==> src/rtl/eectl_pkg.sv <==
// Shared opcode encodings and operation kinds for the serial EEPROM controller.
// Assumes a two-bit opcode placed directly above the word address.
package eectl_pkg;
    typedef enum logic [2:0] {
        OPK_NONE,
        OPK_READ,
        OPK_WRITE,
        OPK_ERASE,
        OPK_ENABLE
    } op_kind_t;

    localparam logic [1:0] OPC_SPECIAL = 2'b00;
    localparam logic [1:0] OPC_WRITE   = 2'b01;
    localparam logic [1:0] OPC_READ    = 2'b10;
    localparam logic [1:0] OPC_ERASE   = 2'b11;
    localparam logic [1:0] SUB_ENABLE  = 2'b11;
endpackage

==> src/rtl/eectl_gate.sv <==
// Command gate: classifies a host command word and decides whether it starts.
// It holds the erase/write enable latch, which is armed when an enable
// sequence completes. Assumes ADDR_W >= 2.
module eectl_gate
    import eectl_pkg::*;
#(
    parameter int ADDR_W = 6
) (
    input  logic        clk,
    input  logic        rst_n,
    input  logic        cmd_wr,
    input  logic [15:0] cmd_word,
    input  logic        busy,
    input  logic        enable_done,
    output logic        accept,
    output op_kind_t    kind,
    output logic        armed
);
    logic [1:0] opc;
    logic [1:0] sub;
    logic       gated;

    assign opc = cmd_word[ADDR_W+1:ADDR_W];
    assign sub = cmd_word[ADDR_W-1:ADDR_W-2];

    // Map the opcode field (and sub-field for opcode 00) to an operation kind.
    always_comb begin
        unique case (opc)
            OPC_READ:  kind = OPK_READ;
            OPC_WRITE: kind = OPK_WRITE;
            OPC_ERASE: kind = OPK_ERASE;
            default:   kind = (sub == SUB_ENABLE) ? OPK_ENABLE : OPK_NONE;
        endcase
    end

    // Start only when idle, the code is known, and writes/erases are armed.
    always_comb begin
        gated  = (kind == OPK_WRITE || kind == OPK_ERASE) && !armed;
        accept = cmd_wr && !busy && (kind != OPK_NONE) && !gated;
    end

    // Enable latch: set once an enable sequence finishes, cleared by reset only.
    always_ff @(posedge clk) begin
        if (!rst_n)
            armed <= 1'b0;
        else if (enable_done)
            armed <= 1'b1;
    end


    armed_sticky_chk: assert property (@(posedge clk) disable iff (!rst_n)
        !$fell(armed));
endmodule

==> src/rtl/eectl_tick.sv <==
// Serial clock divider: while enabled, pulses tick once every DIV system
// clocks; the count restarts from zero whenever the enable drops.
module eectl_tick #(
    parameter int DIV = 4
) (
    input  logic clk,
    input  logic rst_n,
    input  logic en,
    output logic tick
);
    localparam int CW = $clog2(DIV + 1);
    localparam logic [CW-1:0] LAST = CW'(DIV - 1);

    logic [CW-1:0] cnt_q;

    assign tick = en && (cnt_q == LAST);

    // Count system clocks inside the current half serial period.
    always_ff @(posedge clk) begin
        if (!rst_n || !en || tick)
            cnt_q <= '0;
        else
            cnt_q <= cnt_q + 1'b1;
    end


    tick_bound_chk: assert property (@(posedge clk) disable iff (!rst_n)
        cnt_q <= LAST);
endmodule

==> src/rtl/eectl_seq.sv <==
// Serial sequencer: frames one EEPROM operation. On start it raises chip
// select, then shifts out a start bit and the command header, MSB first.
// Writes follow with the data word; reads sample 16 bits. Each bit takes two
// ticks (clock low, then high). Chip select drops after the last bit, and one
// idle tick separates operations. Assumes tick comes from a divider that is
// enabled while busy.
module eectl_seq
    import eectl_pkg::*;
#(
    parameter int ADDR_W = 6,
    parameter int DATA_W = 16
) (
    input  logic              clk,
    input  logic              rst_n,
    input  logic              start,
    input  op_kind_t          kind,
    input  logic [ADDR_W+1:0] hdr_bits,
    input  logic [DATA_W-1:0] wdata,
    input  logic              tick,
    input  logic              so_in,
    output logic              busy,
    output logic              cs,
    output logic              sk,
    output logic              si,
    output logic              done,
    output op_kind_t          done_kind,
    output logic [DATA_W-1:0] rd_word
);
    localparam int HDR_W  = ADDR_W + 3;
    localparam int LONG_N = HDR_W + DATA_W;
    localparam int CNT_W  = $clog2(LONG_N + 1);
    localparam logic [CNT_W-1:0] LAST_LONG  = CNT_W'(LONG_N - 1);
    localparam logic [CNT_W-1:0] LAST_SHORT = CNT_W'(HDR_W - 1);
    localparam logic [CNT_W-1:0] DATA_FIRST = CNT_W'(HDR_W);

    typedef enum logic [1:0] {ST_IDLE, ST_SHIFT, ST_GAP} seq_st_t;

    seq_st_t           st_q;
    op_kind_t          kind_q;
    logic [LONG_N-1:0] sh_q;
    logic [CNT_W-1:0]  bit_q;
    logic [CNT_W-1:0]  last_q;
    logic              cs_q;
    logic              sk_q;
    logic [DATA_W-1:0] rd_q;

    assign busy      = (st_q != ST_IDLE);
    assign cs        = cs_q;
    assign sk        = sk_q;
    assign si        = cs_q & sh_q[LONG_N-1];
    assign done      = (st_q == ST_GAP) && tick;
    assign done_kind = kind_q;
    assign rd_word   = rd_q;

    // Frame state, shift register, bit counter and serial pins.
    always_ff @(posedge clk) begin
        if (!rst_n) begin
            st_q   <= ST_IDLE;
            kind_q <= OPK_NONE;
            sh_q   <= '0;
            bit_q  <= '0;
            last_q <= '0;
            cs_q   <= 1'b0;
            sk_q   <= 1'b0;
            rd_q   <= '0;
        end else begin
            unique case (st_q)
                ST_IDLE: if (start) begin
                    st_q   <= ST_SHIFT;
                    kind_q <= kind;
                    sh_q   <= {1'b1, hdr_bits,
                               (kind == OPK_WRITE) ? wdata : {DATA_W{1'b0}}};
                    bit_q  <= '0;
                    last_q <= (kind == OPK_READ || kind == OPK_WRITE)
                              ? LAST_LONG : LAST_SHORT;
                    cs_q   <= 1'b1;
                    sk_q   <= 1'b0;
                end
                ST_SHIFT: if (tick) begin
                    if (!sk_q) begin
                        sk_q <= 1'b1;
                        if (kind_q == OPK_READ && bit_q >= DATA_FIRST)
                            rd_q <= {rd_q[DATA_W-2:0], so_in};
                    end else begin
                        sk_q <= 1'b0;
                        if (bit_q == last_q) begin
                            cs_q <= 1'b0;
                            st_q <= ST_GAP;
                        end else begin
                            bit_q <= bit_q + 1'b1;
                            sh_q  <= {sh_q[LONG_N-2:0], 1'b0};
                        end
                    end
                end
                ST_GAP: if (tick) st_q <= ST_IDLE;
                default: st_q <= ST_IDLE;
            endcase
        end
    end


    sk_inside_cs_chk: assert property (@(posedge clk) disable iff (!rst_n)
        sk_q |-> cs_q);


    di_setup_chk: assert property (@(posedge clk) disable iff (!rst_n)
        $rose(sk_q) |-> $stable(si));


    cs_busy_chk: assert property (@(posedge clk) disable iff (!rst_n)
        $rose(cs_q) |-> $past(start));
endmodule

==> src/rtl/eeprom_cmd_ctrl.sv <==
// Top of the serial EEPROM command controller. Holds the host-visible
// registers: the command/status word, the write-data word and the read-data
// word. The command gate, serial clock divider and sequencer run the serial
// traffic. Assumes ADDR_W <= 12 so that the command byte fits below bit 14.
module eeprom_cmd_ctrl
    import eectl_pkg::*;
#(
    parameter int ADDR_W  = 6,
    parameter int CLK_DIV = 4
) (
    input  logic        clk,
    input  logic        rst_n,
    input  logic        reg_wr,
    input  logic        reg_sel,
    input  logic [15:0] reg_wdata,
    output logic [15:0] cmd_status,
    output logic [15:0] rd_data,
    output logic        ee_cs,
    output logic        ee_sk,
    output logic        ee_di,
    input  logic        ee_do
);
    localparam int DATA_W = 16;
    localparam int CMD_W  = ADDR_W + 2;
    localparam int PAD_W  = 14 - CMD_W;

    logic              busy;
    logic              accept;
    op_kind_t          kind;
    logic              armed;
    logic              tick;
    logic              seq_done;
    op_kind_t          done_kind;
    logic [DATA_W-1:0] rd_word;
    logic [CMD_W-1:0]  cmd_q;
    logic              test_q;
    logic [DATA_W-1:0] wdata_q;
    logic [DATA_W-1:0] rd_data_q;

    eectl_gate #(.ADDR_W(ADDR_W)) u_gate (
        .clk         (clk),
        .rst_n       (rst_n),
        .cmd_wr      (reg_wr && !reg_sel),
        .cmd_word    (reg_wdata),
        .busy        (busy),
        .enable_done (seq_done && done_kind == OPK_ENABLE),
        .accept      (accept),
        .kind        (kind),
        .armed       (armed)
    );

    eectl_tick #(.DIV(CLK_DIV)) u_tick (
        .clk   (clk),
        .rst_n (rst_n),
        .en    (busy),
        .tick  (tick)
    );

    eectl_seq #(.ADDR_W(ADDR_W), .DATA_W(DATA_W)) u_seq (
        .clk       (clk),
        .rst_n     (rst_n),
        .start     (accept),
        .kind      (kind),
        .hdr_bits  (reg_wdata[CMD_W-1:0]),
        .wdata     (wdata_q),
        .tick      (tick),
        .so_in     (ee_do),
        .busy      (busy),
        .cs        (ee_cs),
        .sk        (ee_sk),
        .si        (ee_di),
        .done      (seq_done),
        .done_kind (done_kind),
        .rd_word   (rd_word)
    );

    // Latch the command byte and test flag of each accepted command.
    always_ff @(posedge clk) begin
        if (!rst_n) begin
            cmd_q  <= '0;
            test_q <= 1'b0;
        end else if (accept) begin
            cmd_q  <= reg_wdata[CMD_W-1:0];
            test_q <= reg_wdata[14];
        end
    end

    // Host write-data register, loadable at any time.
    always_ff @(posedge clk) begin
        if (!rst_n)
            wdata_q <= '0;
        else if (reg_wr && reg_sel)
            wdata_q <= reg_wdata;
    end

    // Read-data register: updated only when a read sequence completes.
    always_ff @(posedge clk) begin
        if (!rst_n)
            rd_data_q <= '0;
        else if (seq_done && done_kind == OPK_READ)
            rd_data_q <= rd_word;
    end

    assign cmd_status = {busy, test_q, {PAD_W{1'b0}}, cmd_q};
    assign rd_data    = rd_data_q;


    unarmed_drop_chk: assert property (@(posedge clk) disable iff (!rst_n)
        (!busy && reg_wr && !reg_sel && !armed &&
         (reg_wdata[CMD_W-1:ADDR_W] == OPC_WRITE ||
          reg_wdata[CMD_W-1:ADDR_W] == OPC_ERASE)) |=> !busy);


    busy_drop_chk: assert property (@(posedge clk) disable iff (!rst_n)
        (busy && reg_wr && !reg_sel) |=> ($stable(cmd_q) && $stable(test_q)));


    busy_end_chk: assert property (@(posedge clk) disable iff (!rst_n)
        $fell(busy) |-> $past(tick));


    rd_hold_chk: assert property (@(posedge clk) disable iff (!rst_n)
        !$stable(rd_data_q) |-> $past(seq_done && done_kind == OPK_READ));
endmodule

==> config.mk <==
export PLATFORM = sky130hd
export DESIGN_NAME = eeprom_cmd_ctrl
export DESIGN_NICKNAME = d
export VERILOG_FILES = /design/src/rtl/eectl_pkg.sv /design/src/rtl/eectl_gate.sv /design/src/rtl/eectl_tick.sv /design/src/rtl/eectl_seq.sv /design/src/rtl/eeprom_cmd_ctrl.sv
export SDC_FILE = /design/constraint.sdc
export NUM_CORES = 1
export LEC_CHECK = 0
export ABC_AREA = 1
export CAP_MARGIN = 20
export CORE_MARGIN = 10
export CORE_UTILIZATION = 31
export DETAILED_ROUTE_END_ITERATION = 6
export GPL_ROUTABILITY_DRIVEN = 0
export PLACE_DENSITY = 0.47
export SLEW_MARGIN = 0
export SYNTH_ARGS = -nofsm -noshare
export SYNTH_HDL_FRONTEND = slang
export SYNTH_SLANG_ARGS = --single-unit
export TNS_END_PERCENT = 20
==> constraint.sdc <==
create_clock -name clk -period 2.2 [get_ports clk]
set_clock_uncertainty 0.15 [all_clocks]
set_input_delay 0.22 -clock clk [delete_from_list [all_inputs] [get_ports clk]]
set_output_delay 0.22 -clock clk [all_outputs]
set_load 0.005 [all_outputs]
==> results.sh, run 1 <==
export IMPL_tritoncts="built"
export IMPL_grt_max_degree=79
export IMPL_core_area_um2=14000
export IMPL_timing_final_crit_period_ps=2010
export IMPL_finalSetupViolCount=0
export IMPL_ys_ff_latch=100
export IMPL_clockBufferDepth=2
export IMPL_netlist_top_cell_by_area="dfxtp_1"
export IMPL_drc=0
export IMPL_rows=43
export IMPL_setup_tns_ps=0
export IMPL_antenna_found_initial=0
export IMPL_p_leak_nw=2.34
export IMPL_worstHoldPathType="primary input to flop"
export IMPL_reg2reg_slack_ps=360
export IMPL_grt_pass1_vias=3721
export IMPL_powerDensity_nw_per_um2=916
export IMPL_critPathLaunchType="primary input"
export IMPL_final_nets=716
export IMPL_cts_made_buffers=9
export IMPL_grt_pass1_wl_mm=18.7
export IMPL_fin_crit_sh_pct=91.3
export IMPL_die_w_um=140
export IMPL_cts_root_buf="clkbuf_16"
export IMPL_avgSynthCellArea_um2=7.10
export IMPL_yosysWarnings=0
export IMPL_hpwlAfterDp_mm=7.73
export IMPL_final_cells=868
export IMPL_cts_htree_levels=3
export IMPL_wl_per_cell_um=13.1
export IMPL_post_cts_buffers=0
export IMPL_syn_to_final_growth_pct=23.1
export IMPL_maxCapViolCount=0
export IMPL_required_ps=2290
export IMPL_drt_antenna_violating_nets=0
export IMPL_vias=3976
export IMPL_hold_buffers=0
export IMPL_fin_area_um2=5530
export IMPL_layout_common_cells="nand2_1, dfxtp_1, nor2_1"
export IMPL_syn_inst=633
export IMPL_netlist_area_um2=4500
export IMPL_die_y_um=140
export IMPL_port_buffers=49
export IMPL_multiInputGateArea_um2=2020
export IMPL_drt_iter0_drc=213
export IMPL_placed_cell_area_um2=5230
export IMPL_cp_max_fo=12
export IMPL_path_clk_slew_ps=70
export IMPL_finalMaxSlewViolations=0
export IMPL_grt_setup_unrepaired="no"
export IMPL_worstSetupEndpointType="flop"
export IMPL_status="finished clean"
export IMPL_die_area_um2=19700
export IMPL_finalHoldViolations=0
export IMPL_grt_usage_pct=11.5
export IMPL_worstSetupPathType="primary input to flop"
export IMPL_ys_seq_area_share_pct=44.5
export IMPL_drt_pre_antenna_iters=4
export IMPL_n_fill_cell=1469
export IMPL_ios=56
export IMPL_cts_sinks=100
export IMPL_yosysTopAreaCellShare_pct=44.5
export IMPL_diodes=0
export IMPL_vdd_drop_max_v=0.000342
export IMPL_clk_latency_ps=350
export IMPL_grt_overflow_total=0
export IMPL_synth_cell_types=28
export IMPL_whs_path_depth=4
export IMPL_rr_worst_depth=10
export IMPL_ys_top_cells_by_area="dfxtp_1, nand2_1, a21oi_1"
export IMPL_final_common_cell="nand2_1"
export IMPL_cp_arrival_ps=2100
export IMPL_routed_wl_mm=11.4
export IMPL_layout_drive_gt1_share_pct=9.01
export IMPL_initial_utilization_pct=32.0
export IMPL_cts_resized=0
export IMPL_fmax_mhz=498
export IMPL_register_area_um2=2000
export IMPL_place_detailed_instances=853
export IMPL_power_w=0.00507
export IMPL_vias_per_cell=4.58
-- sequential cells by signal, indices dropped and copies added, names as in the netlist --
register         flops
rd_data             16
u_seq.rd_word       16
wdata_q             16
cmd_q                8
u_seq.last_q         2
u_seq.st_q           2
u_seq.sk             1
u_seq.cs             1
test_q               1
u_seq.done_kind      3
u_seq.sh_q          25
u_tick.cnt_q         3
u_seq.bit_q          5
u_gate.armed         1
-- cells in the mapped netlist --
library cell,n
nand2_1,142
dfxtp_1,100
nor2_1,92
a21oi_1,74
inv_1,59
o21ai_0,58
clkbuf_1,19
buf_4,11
ha_1,11
nand3_1,11
nand4_1,10
buf_2,7
inv_2,6
o21ai_1,6
buf_6,5
nand2_2,4
nor3_1,4
nand3_4,2
nor2_4,2
o21a_1,2
a21oi_2,1
buf_1,1
conb_1,1
nor3_4,1
o21ai_2,1
o22ai_1,1
or2_2,1
xnor2_1,1
-- worst paths after layout --
kind	from	end
worst max register to register	u_seq.bit_q[0]$_SDFFE_PN0P_	u_seq.sh_q[5]$_SDFFE_PN0P_
worst min register to register	u_tick.cnt_q[0]$_SDFF_PP0_	u_tick.cnt_q[0]$_SDFF_PP0_
worst max-delay path	reg_wdata[6]	u_seq.done_kind[0]$_SDFFE_PN0P_
worst min-delay path	rst_n	u_seq.rd_word[0]$_SDFFE_PN0P_
-- layout make-up --
| cell class | count | area share, % |
|---|---|---|
| Timing Repair Buffer | 78 | 13.4 |
| Tap cell | 180 | 4.07 |
| Sequential cell | 100 | 36.2 |
| Clock inverter | 3 | 0.837 |
| Multi-Input combinational cell | 430 | 36.5 |
| Inverter | 65 | 4.41 |
| Clock buffer | 12 | 4.63 |
-- logic make-up after synthesis --
group | after synthesis | synth area share [%]
compound gates | 143 | 16.2
fa+ha+maj | 11 | 3.06
xor+xnor | 1 | 0.195
buf+inv | 108 | 11.0
other cells | 1 | 0.0834
simple gates | 269 | 24.9
flops | 100 | 44.5
-- stage by stage --
step           worst slack, ps  utilization, %  hold slack (ps)
2_1_floorplan              443               -              213
6_report                   192            39.4              208
5_1_grt                   27.8            39.4              241
3_5_place_dp              -159            37.3              267
3_3_place_gp             -56.7            37.3              255
4_1_cts                    206            39.4              214
-- where the power goes --
group,switching (W),internal [W]
combinational,0.000795,0.000510
sequential,0.0000886,0.00205
clock,0.000689,0.000940
total,0.00157,0.00350
-- metal layers --
layer  global-route usage, %  wire length [um]  up-vias
met2                    18.1              5220       61
li1                        -                 -     2093
met3                    2.74               479       18
met4                    5.00               234        0
met1                    14.6              5470     1804
met5                       0                 0        -
-- worst max-delay path, cell delays in order --
cell             delay, ps
clkdlybuf4s50_1        580
inv_1                  130
ha_1                   220
nand3_1                120
nand2_1                 70
nand3_1                120
buf_4                  190
inv_1                  180
o21ai_0                200
nor2_1                  60
Note: power is estimated with default switching activity, not from simulation.
==> run 2, diff against run 1 <==
--- a/config.mk
+++ b/config.mk
@@ -5,12 +5,9 @@
 export SDC_FILE = /design/constraint.sdc
 export NUM_CORES = 1
 export LEC_CHECK = 0
-export ABC_AREA = 1
 export CAP_MARGIN = 20
-export CORE_MARGIN = 10
 export CORE_UTILIZATION = 31
 export DETAILED_ROUTE_END_ITERATION = 6
-export GPL_ROUTABILITY_DRIVEN = 0
 export PLACE_DENSITY = 0.47
 export SLEW_MARGIN = 0
 export SYNTH_ARGS = -nofsm -noshare
==> run 2 against run 1 <==
  * Die area decreased by 25%
  * Clock-buffer cell count decreased by 3
  * Via count decreased by 12%
  * Register-to-register slack got worse by 170 ps
  * Non-clock buffer count increased by 7
  * Clock power about the same
  * Synthesized area decreased by 0.95%
  * Combinational power decreased by 77%
  * Hold slack got worse by 100 ps
  * Critical path depth decreased by 7
  * Worst setup slack got worse by 56 ps
  * Critical endpoint is now cmd_status[15]
  * Largest power group unchanged
==> results.sh, run 2 <==
export IMPL_layout_drive_gt1_share_pct=12.8
export IMPL_status="finished clean"
export IMPL_antenna_found_initial=0
export IMPL_netlist_area_um2=4450
export IMPL_synth_most_common_cell="nand2_1"
export IMPL_setup_slack_ps=136
export IMPL_max_stage_delay_ps=460
export IMPL_vdd_drop_max_v=0.000365
export IMPL_clockBufferDepth=2
export IMPL_critPathLaunchType="flop"
export IMPL_wl_met2_mm=4.35
export IMPL_port_buffers=49
export IMPL_powerDensity_nw_per_um2=676
export IMPL_crit_buf_inv=2
export IMPL_rows=43
export IMPL_placed_cell_area_um2=5290
export IMPL_met3_length_um=359
export IMPL_finalWeightedCongestion=0.778
export IMPL_p_seq_share_pct=49.1
export IMPL_path_cells="buf_4 -> or2_2 -> clkdlybuf4s50_1"
export IMPL_yosysWarnings=0
export IMPL_fmax_mhz=484
export IMPL_slowest_stage="clkdlybuf4s50_1"
export IMPL_avgSynthCellArea_um2=8.80
export IMPL_initial_utilization_pct=32.0
export IMPL_post_cts_buffers=0
export IMPL_grt_max_degree=41
export IMPL_dp_slack_ps=-216
export IMPL_tritoncts="built"
export IMPL_drt_antenna_violating_nets=0
export IMPL_required_ps=1830
export IMPL_fin_crit_sh_pct=93.8
export IMPL_finalHoldViolations=0
export IMPL_cts_htree_levels=3
export IMPL_maxCapViolCount=0
export IMPL_n_fill_cell=1373
export IMPL_largest_reg_flops=25
export IMPL_ios=56
export IMPL_grt_usage_pct=15.3
export IMPL_hold_slack_ps=105
export IMPL_path_clk_slew_ps=70
export IMPL_cts_resized=0
export IMPL_maxSlewHeadroom_pct=60.5
export IMPL_top_layer="met4"
export IMPL_critPathTopFamily="buffers and inverters"
export IMPL_finalSetupViolCount=0
export IMPL_netlist_top_cell_by_area="dfxtp_1"
export IMPL_diodes=0
export IMPL_timing_final_crit_period_ps=2060
export IMPL_syn_to_final_growth_pct=25.7
export IMPL_met1_length_mm=5.32
export IMPL_syn_inst=506
export IMPL_wl_per_cell_um=13.6
export IMPL_reg2reg_from="u_tick.cnt_q[0]$_SDFF_PP0_"
export IMPL_grt_setup_unrepaired="no"
export IMPL_grt_pass1_wl_mm=17.3
export IMPL_die_area_um2=14800
export IMPL_ys_top_cells_by_area="dfxtp_1, mux2i_1, nand2_1"
export IMPL_vias_per_cell=4.68
export IMPL_drt_pre_antenna_iters=4
export IMPL_top_register="u_seq.sh_q"
export IMPL_fin_area_um2=5600
export IMPL_grt_pass1_vias=3410
export IMPL_cts_made_buffers=9
export IMPL_p_switching_w=0.000915
export IMPL_netSwitchingFraction_pct=24.2
export IMPL_die_y_um=122
export IMPL_cp_max_fo=7
export IMPL_worstSetupEndpointType="output port"
export IMPL_yosysTopAreaCellShare_pct=45.0
export IMPL_tightest_slew_ps=591
export IMPL_drt_iter0_drc=176
export IMPL_grt_overflow_total=0
export IMPL_synthArstFlopShare_pct=0
export IMPL_power_frac_clock_pct=42.8
export IMPL_ys_seq_area_share_pct=45.0
export IMPL_synthFlopType="dfxtp_1"
export IMPL_final_nets=599
export IMPL_combPwrFrac_pct=8.1
export IMPL_worstSetupPathType="flop to output port"
export IMPL_cts_sinks=100
export IMPL_drc=0
export IMPL_worstSetupStartpoint="u_seq.st_q[0]$_SDFFE_PN0P_"
export IMPL_worstHoldPathType="primary input to flop"
export IMPL_cts_root_buf="clkbuf_16"
export IMPL_final_common_cell="nand2_1"
export IMPL_hold_buffers=0
export IMPL_p_leak_nw=2.37
export IMPL_finalMaxSlewViolations=0
export IMPL_die_w_um=122
export IMPL_synthTopCellsByCount="nand2_1, dfxtp_1, mux2i_1"
export IMPL_clk_latency_ps=360
export IMPL_cp_arrival_ps=1690
export IMPL_ys_ff_latch=100
export IMPL_routed_wl_mm=10.2
export IMPL_vias=3518
export IMPL_hpwlAfterDp_mm=6.96
export IMPL_core_area_um2=13900
export IMPL_intPower_w=0.00287
export IMPL_hold_start="reg_wdata[6]"
export IMPL_layout_common_cells="nand2_1, dfxtp_1, mux2i_1"
export IMPL_final_util_pct=40.2
export IMPL_synth_cell_types=49
export IMPL_synth_edf_count=0
run 2: worst register-to-register path: cells and delay by family (launching register included):
kind                     cells  cell delay, ps
adder cells (fa/ha/maj)      2             440
flip-flops                   1             340
AO/OA/AOI/OAI                1             140
AND/OR/NAND/NOR              2             820
run 2: layer usage:
metal | GRT usage, % | vias to the layer above
li1 | - | 1822
met1 | 21.3 | 1631
met2 | 22.1 | 52
met3 | 3.37 | 13
met4 | 7.41 | 0
met5 | 0 | -
run 2: worst paths after layout:
| path | endpoint | slack, ps | cells past startpoint |
|---|---|---|---|
| max | cmd_status[15] | 140 | 3 |
| min | cmd_q[6]$_SDFFE_PN0P_ | 110 | 3 |
| max reg2reg | u_seq.cs$_SDFFE_PN0P_ | 190 | 5 |
| min reg2reg | u_tick.cnt_q[0]$_SDFF_PP0_ | 280 | 1 |
run 2: cell type report:
| type | count | area, um2 | share of cell area, % |
|---|---|---|---|
| clock inverters | 7 | 75.1 | 1.34 |
| flip-flops and latches | 100 | 2000 | 35.8 |
| well taps | 180 | 225 | 4.02 |
| clock buffers | 9 | 225 | 4.02 |
| multi-input cells | 361 | 2220 | 39.7 |
| inverters | 10 | 37.5 | 0.671 |
| repair buffers | 85 | 808 | 14.4 |
run 2: kinds of logic after synthesis:
logic type / count (synthesis) / synth area share (%)
AND/OR/NAND/NOR: 210 / 21.2
other: 1 / 0.0842
AO/OA/AOI/OAI: 69 / 10.4
multiplexers: 63 / 14.4
adder cells (fa/ha/maj): 11 / 3.09
flip-flops: 100 / 45.0
XOR/XNOR: 2 / 0.393
buffers and inverters: 50 / 5.53
run 2: power by group through the flow:
stage | Clock [W] | Combinational, W | Sequential, W
finish | 0.00162 | 0.000306 | 0.00186
global route | 0.00174 | 0.000340 | 0.00186
CTS | 0.00167 | 0.000311 | 0.00186
detailed placement | 0 | 0.000310 | 0.00190
global placement | 0 | 0.000308 | 0.00190
floorplan | 0 | 0.000175 | 0.00190
run 2: through the flow:
step	TNS (ps)	cells	power, W
2_1_floorplan	0	511	0.00207
3_3_place_gp	-5480	736	0.00221
3_5_place_dp	-7360	736	0.00221
4_1_cts	0	752	0.00384
5_1_grt	0	752	0.00394
6_report	0	752	0.00378
==> run 3, diff against run 2 <==
--- a/config.mk
+++ b/config.mk
@@ -5,10 +5,11 @@
 export SDC_FILE = /design/constraint.sdc
 export NUM_CORES = 1
 export LEC_CHECK = 0
-export CAP_MARGIN = 20
+export CAP_MARGIN = 10
 export CORE_UTILIZATION = 31
 export DETAILED_ROUTE_END_ITERATION = 6
-export PLACE_DENSITY = 0.47
+export DONT_BUFFER_PORTS = 1
+export PLACE_DENSITY = 0.42
 export SLEW_MARGIN = 0
 export SYNTH_ARGS = -nofsm -noshare
 export SYNTH_HDL_FRONTEND = slang
==> constraint.sdc (replaced) <==
create_clock -name clk -period 2.1 [get_ports clk]
set_clock_uncertainty 0.15 [all_clocks]
set_input_delay 0.21 -clock clk [delete_from_list [all_inputs] [get_ports clk]]
set_output_delay 0.21 -clock clk [all_outputs]
set_load 0.005 [all_outputs]
==> run 3 against run 2 <==
  * Design area fell by 7.9%
  * Sequential share of layout area rose by 3.1 points
  * Combinational power fell by 14%
  * Via count fell by 3.6%
  * Routed wire length rose by 1.3%
  * Die area did not move
  * Flip-flop and latch count did not move
  * Clock power barely moved
  * Critical endpoint is now u_seq.sh_q[24]$_SDFFE_PN0P_
  * Clock-buffer cell count did not move
  * Highest routed layer unchanged
==> results.sh, run 3 (synthesis results as in run 2) <==
export IMPL_path_clk_slew_ps=70
export IMPL_powerDensity_nw_per_um2=742
export IMPL_fin_crit_sh_pct=91.7
export IMPL_grt_overflow_total=0
export IMPL_finalWeightedCongestion=0.730
export IMPL_path_cells="inv_1 -> ha_1 -> nor2b_1 -> a31oi_2 -> a2bb2oi_2 -> o221a_2"
export IMPL_layout_common_cells="nand2_1, dfxtp_1, mux2i_1"
export IMPL_power_frac_clock_pct=42.1
export IMPL_vias_per_cell=4.82
export IMPL_cp_arrival_ps=2070
export IMPL_ios=56
export IMPL_drc=0
export IMPL_core_area_um2=13900
export IMPL_setup_tns_ps=0
export IMPL_critPathTopFamily="compound AO/OA/AOI/OAI gates"
export IMPL_finalMaxSlewViolations=0
export IMPL_crit_buf_inv=1
export IMPL_grt_pass1_wl_mm=17.3
export IMPL_syn_to_final_growth_pct=15.8
export IMPL_die_w_um=122
export IMPL_port_buffers=0
export IMPL_drt_pre_antenna_iters=4
export IMPL_initial_utilization_pct=32.0
export IMPL_maxSlewHeadroom_pct=57.1
export IMPL_rows=43
export IMPL_slowest_stage="dfxtp_1"
export IMPL_top_register="u_seq.sh_q"
export IMPL_finalSetupViolCount=0
export IMPL_power_w=0.00382
export IMPL_cts_sinks=100
export IMPL_cts_made_buffers=9
export IMPL_post_cts_buffers=0
export IMPL_largest_reg_flops=25
export IMPL_worstHoldPathType="primary input to flop"
export IMPL_clockBufferDepth=2
export IMPL_tightest_slew_ps=643
export IMPL_die_y_um=122
export IMPL_final_nets=551
export IMPL_tritoncts="built"
export IMPL_netSwitchingFraction_pct=25.3
export IMPL_grt_usage_pct=15.3
export IMPL_vias=3391
export IMPL_wl_per_cell_um=14.7
export IMPL_timing_final_crit_period_ps=1930
export IMPL_p_switching_w=0.000968
export IMPL_vdd_drop_max_v=0.000374
export IMPL_cts_htree_levels=3
export IMPL_fmax_mhz=519
export IMPL_maxCapViolCount=0
export IMPL_cts_resized=0
export IMPL_routed_wl_mm=10.4
export IMPL_worstSetupEndpointType="flop"
export IMPL_final_common_cell="nand2_1"
export IMPL_max_stage_delay_ps=430
export IMPL_cts_root_buf="clkbuf_16"
export IMPL_intPower_w=0.00286
export IMPL_grt_setup_unrepaired="no"
export IMPL_p_leak_nw=2.18
export IMPL_worstSetupPathType="flop to flop"
export IMPL_die_area_um2=14800
export IMPL_combPwrFrac_pct=6.9
export IMPL_required_ps=2250
export IMPL_n_fill_cell=1453
export IMPL_antenna_found_initial=0
export IMPL_hpwlAfterDp_mm=6.75
export IMPL_clk_latency_ps=350
export IMPL_finalHoldViolations=0
export IMPL_critPathLaunchType="flop"
export IMPL_p_seq_share_pct=51.0
export IMPL_cp_max_fo=6
export IMPL_drt_iter0_drc=132
export IMPL_placed_cell_area_um2=4670
export IMPL_drt_antenna_violating_nets=0
export IMPL_layout_drive_gt1_share_pct=10.5
export IMPL_diodes=0
export IMPL_status="finished clean"
export IMPL_grt_max_degree=60
export IMPL_grt_pass1_vias=3245
export IMPL_fin_area_um2=5150
run 3: cell types whose count changed in the layout (fill, tap and decap cells not counted):
cell,delta
inv_6,+3
buf_4,-18
clkinvlp_4,-2
buf_12,+1
dlygate4sd3_1,+18
buf_2,-1
dlymetal6s2s_1,-1
bufinv_16,-1
clkdlybuf4s50_1,-47
run 3: final cells by class:
class,instances,area (um2),area share (%)
multi-input combinational,361,2220,43.1
tap,180,225,4.37
clock buffer,9,225,4.37
timing repair buffer,37,385,7.48
inverter,10,37.5,0.728
clock inverter,7,56.3,1.09
sequential,100,2000,38.8
run 3: repair_timing:
item,4_1_cts,5_1_grt
setup endpoints to repair,0,0
hold buffers,19,0
hold endpoints to repair,61,0
run 3: stage by stage:
stage               util, %  setup slack, ps  std cells  hold slack, ps
floorplan                 -             69.2        511             196
CTS                    37.0              156        704           0.248
finish                 37.0              175        704            11.9
global placement       33.5              202        669             188
global route           37.0             59.7        704            22.3
detailed placement     33.5              165        669             191
run 3: power by group through the flow:
stage | Sequential [W] | Combinational, W | Clock [W]
after floorplan | 0.00199 | 0.000183 | 0
after global routing | 0.00195 | 0.000292 | 0.00176
after CTS | 0.00195 | 0.000266 | 0.00168
after global placement | 0.00199 | 0.000211 | 0
after detailed placement | 0.00200 | 0.000211 | 0
final | 0.00195 | 0.000263 | 0.00161
run 3: final timing paths:
path	startpoint	end	slack, ps	cells after the start
setup / recovery	u_seq.bit_q[0]$_SDFFE_PN0P_	u_seq.sh_q[24]$_SDFFE_PN0P_	170	6
setup reg to reg	u_seq.bit_q[0]$_SDFFE_PN0P_	u_seq.sh_q[24]$_SDFFE_PN0P_	170	6
hold reg to reg	u_tick.cnt_q[0]$_SDFF_PP0_	u_tick.cnt_q[0]$_SDFF_PP0_	270	1
hold / removal	reg_wdata[3]	u_seq.sh_q[19]$_SDFFE_PN0P_	10	3
run 3: routing by layer:
layer  up-vias  GRT usage [%]  wire length [um]  share of wire (%)
li1       1738              -                 -                  -
met1      1597           20.6              5260                 51
met2        46           22.4              4440                 43
met3        10           4.31               497                4.8
met4         0           6.94               167                1.6
met5         -              0                 0                  0
run 3: worst reg2reg max path: cells and delay by family (launching register included):
family	cells	cell delay [ps]
AO/OA/AOI/OAI	3	870
flip-flops	1	430
adder cells (fa/ha/maj)	1	200
AND/OR/NAND/NOR	1	150
buffers and inverters	1	90
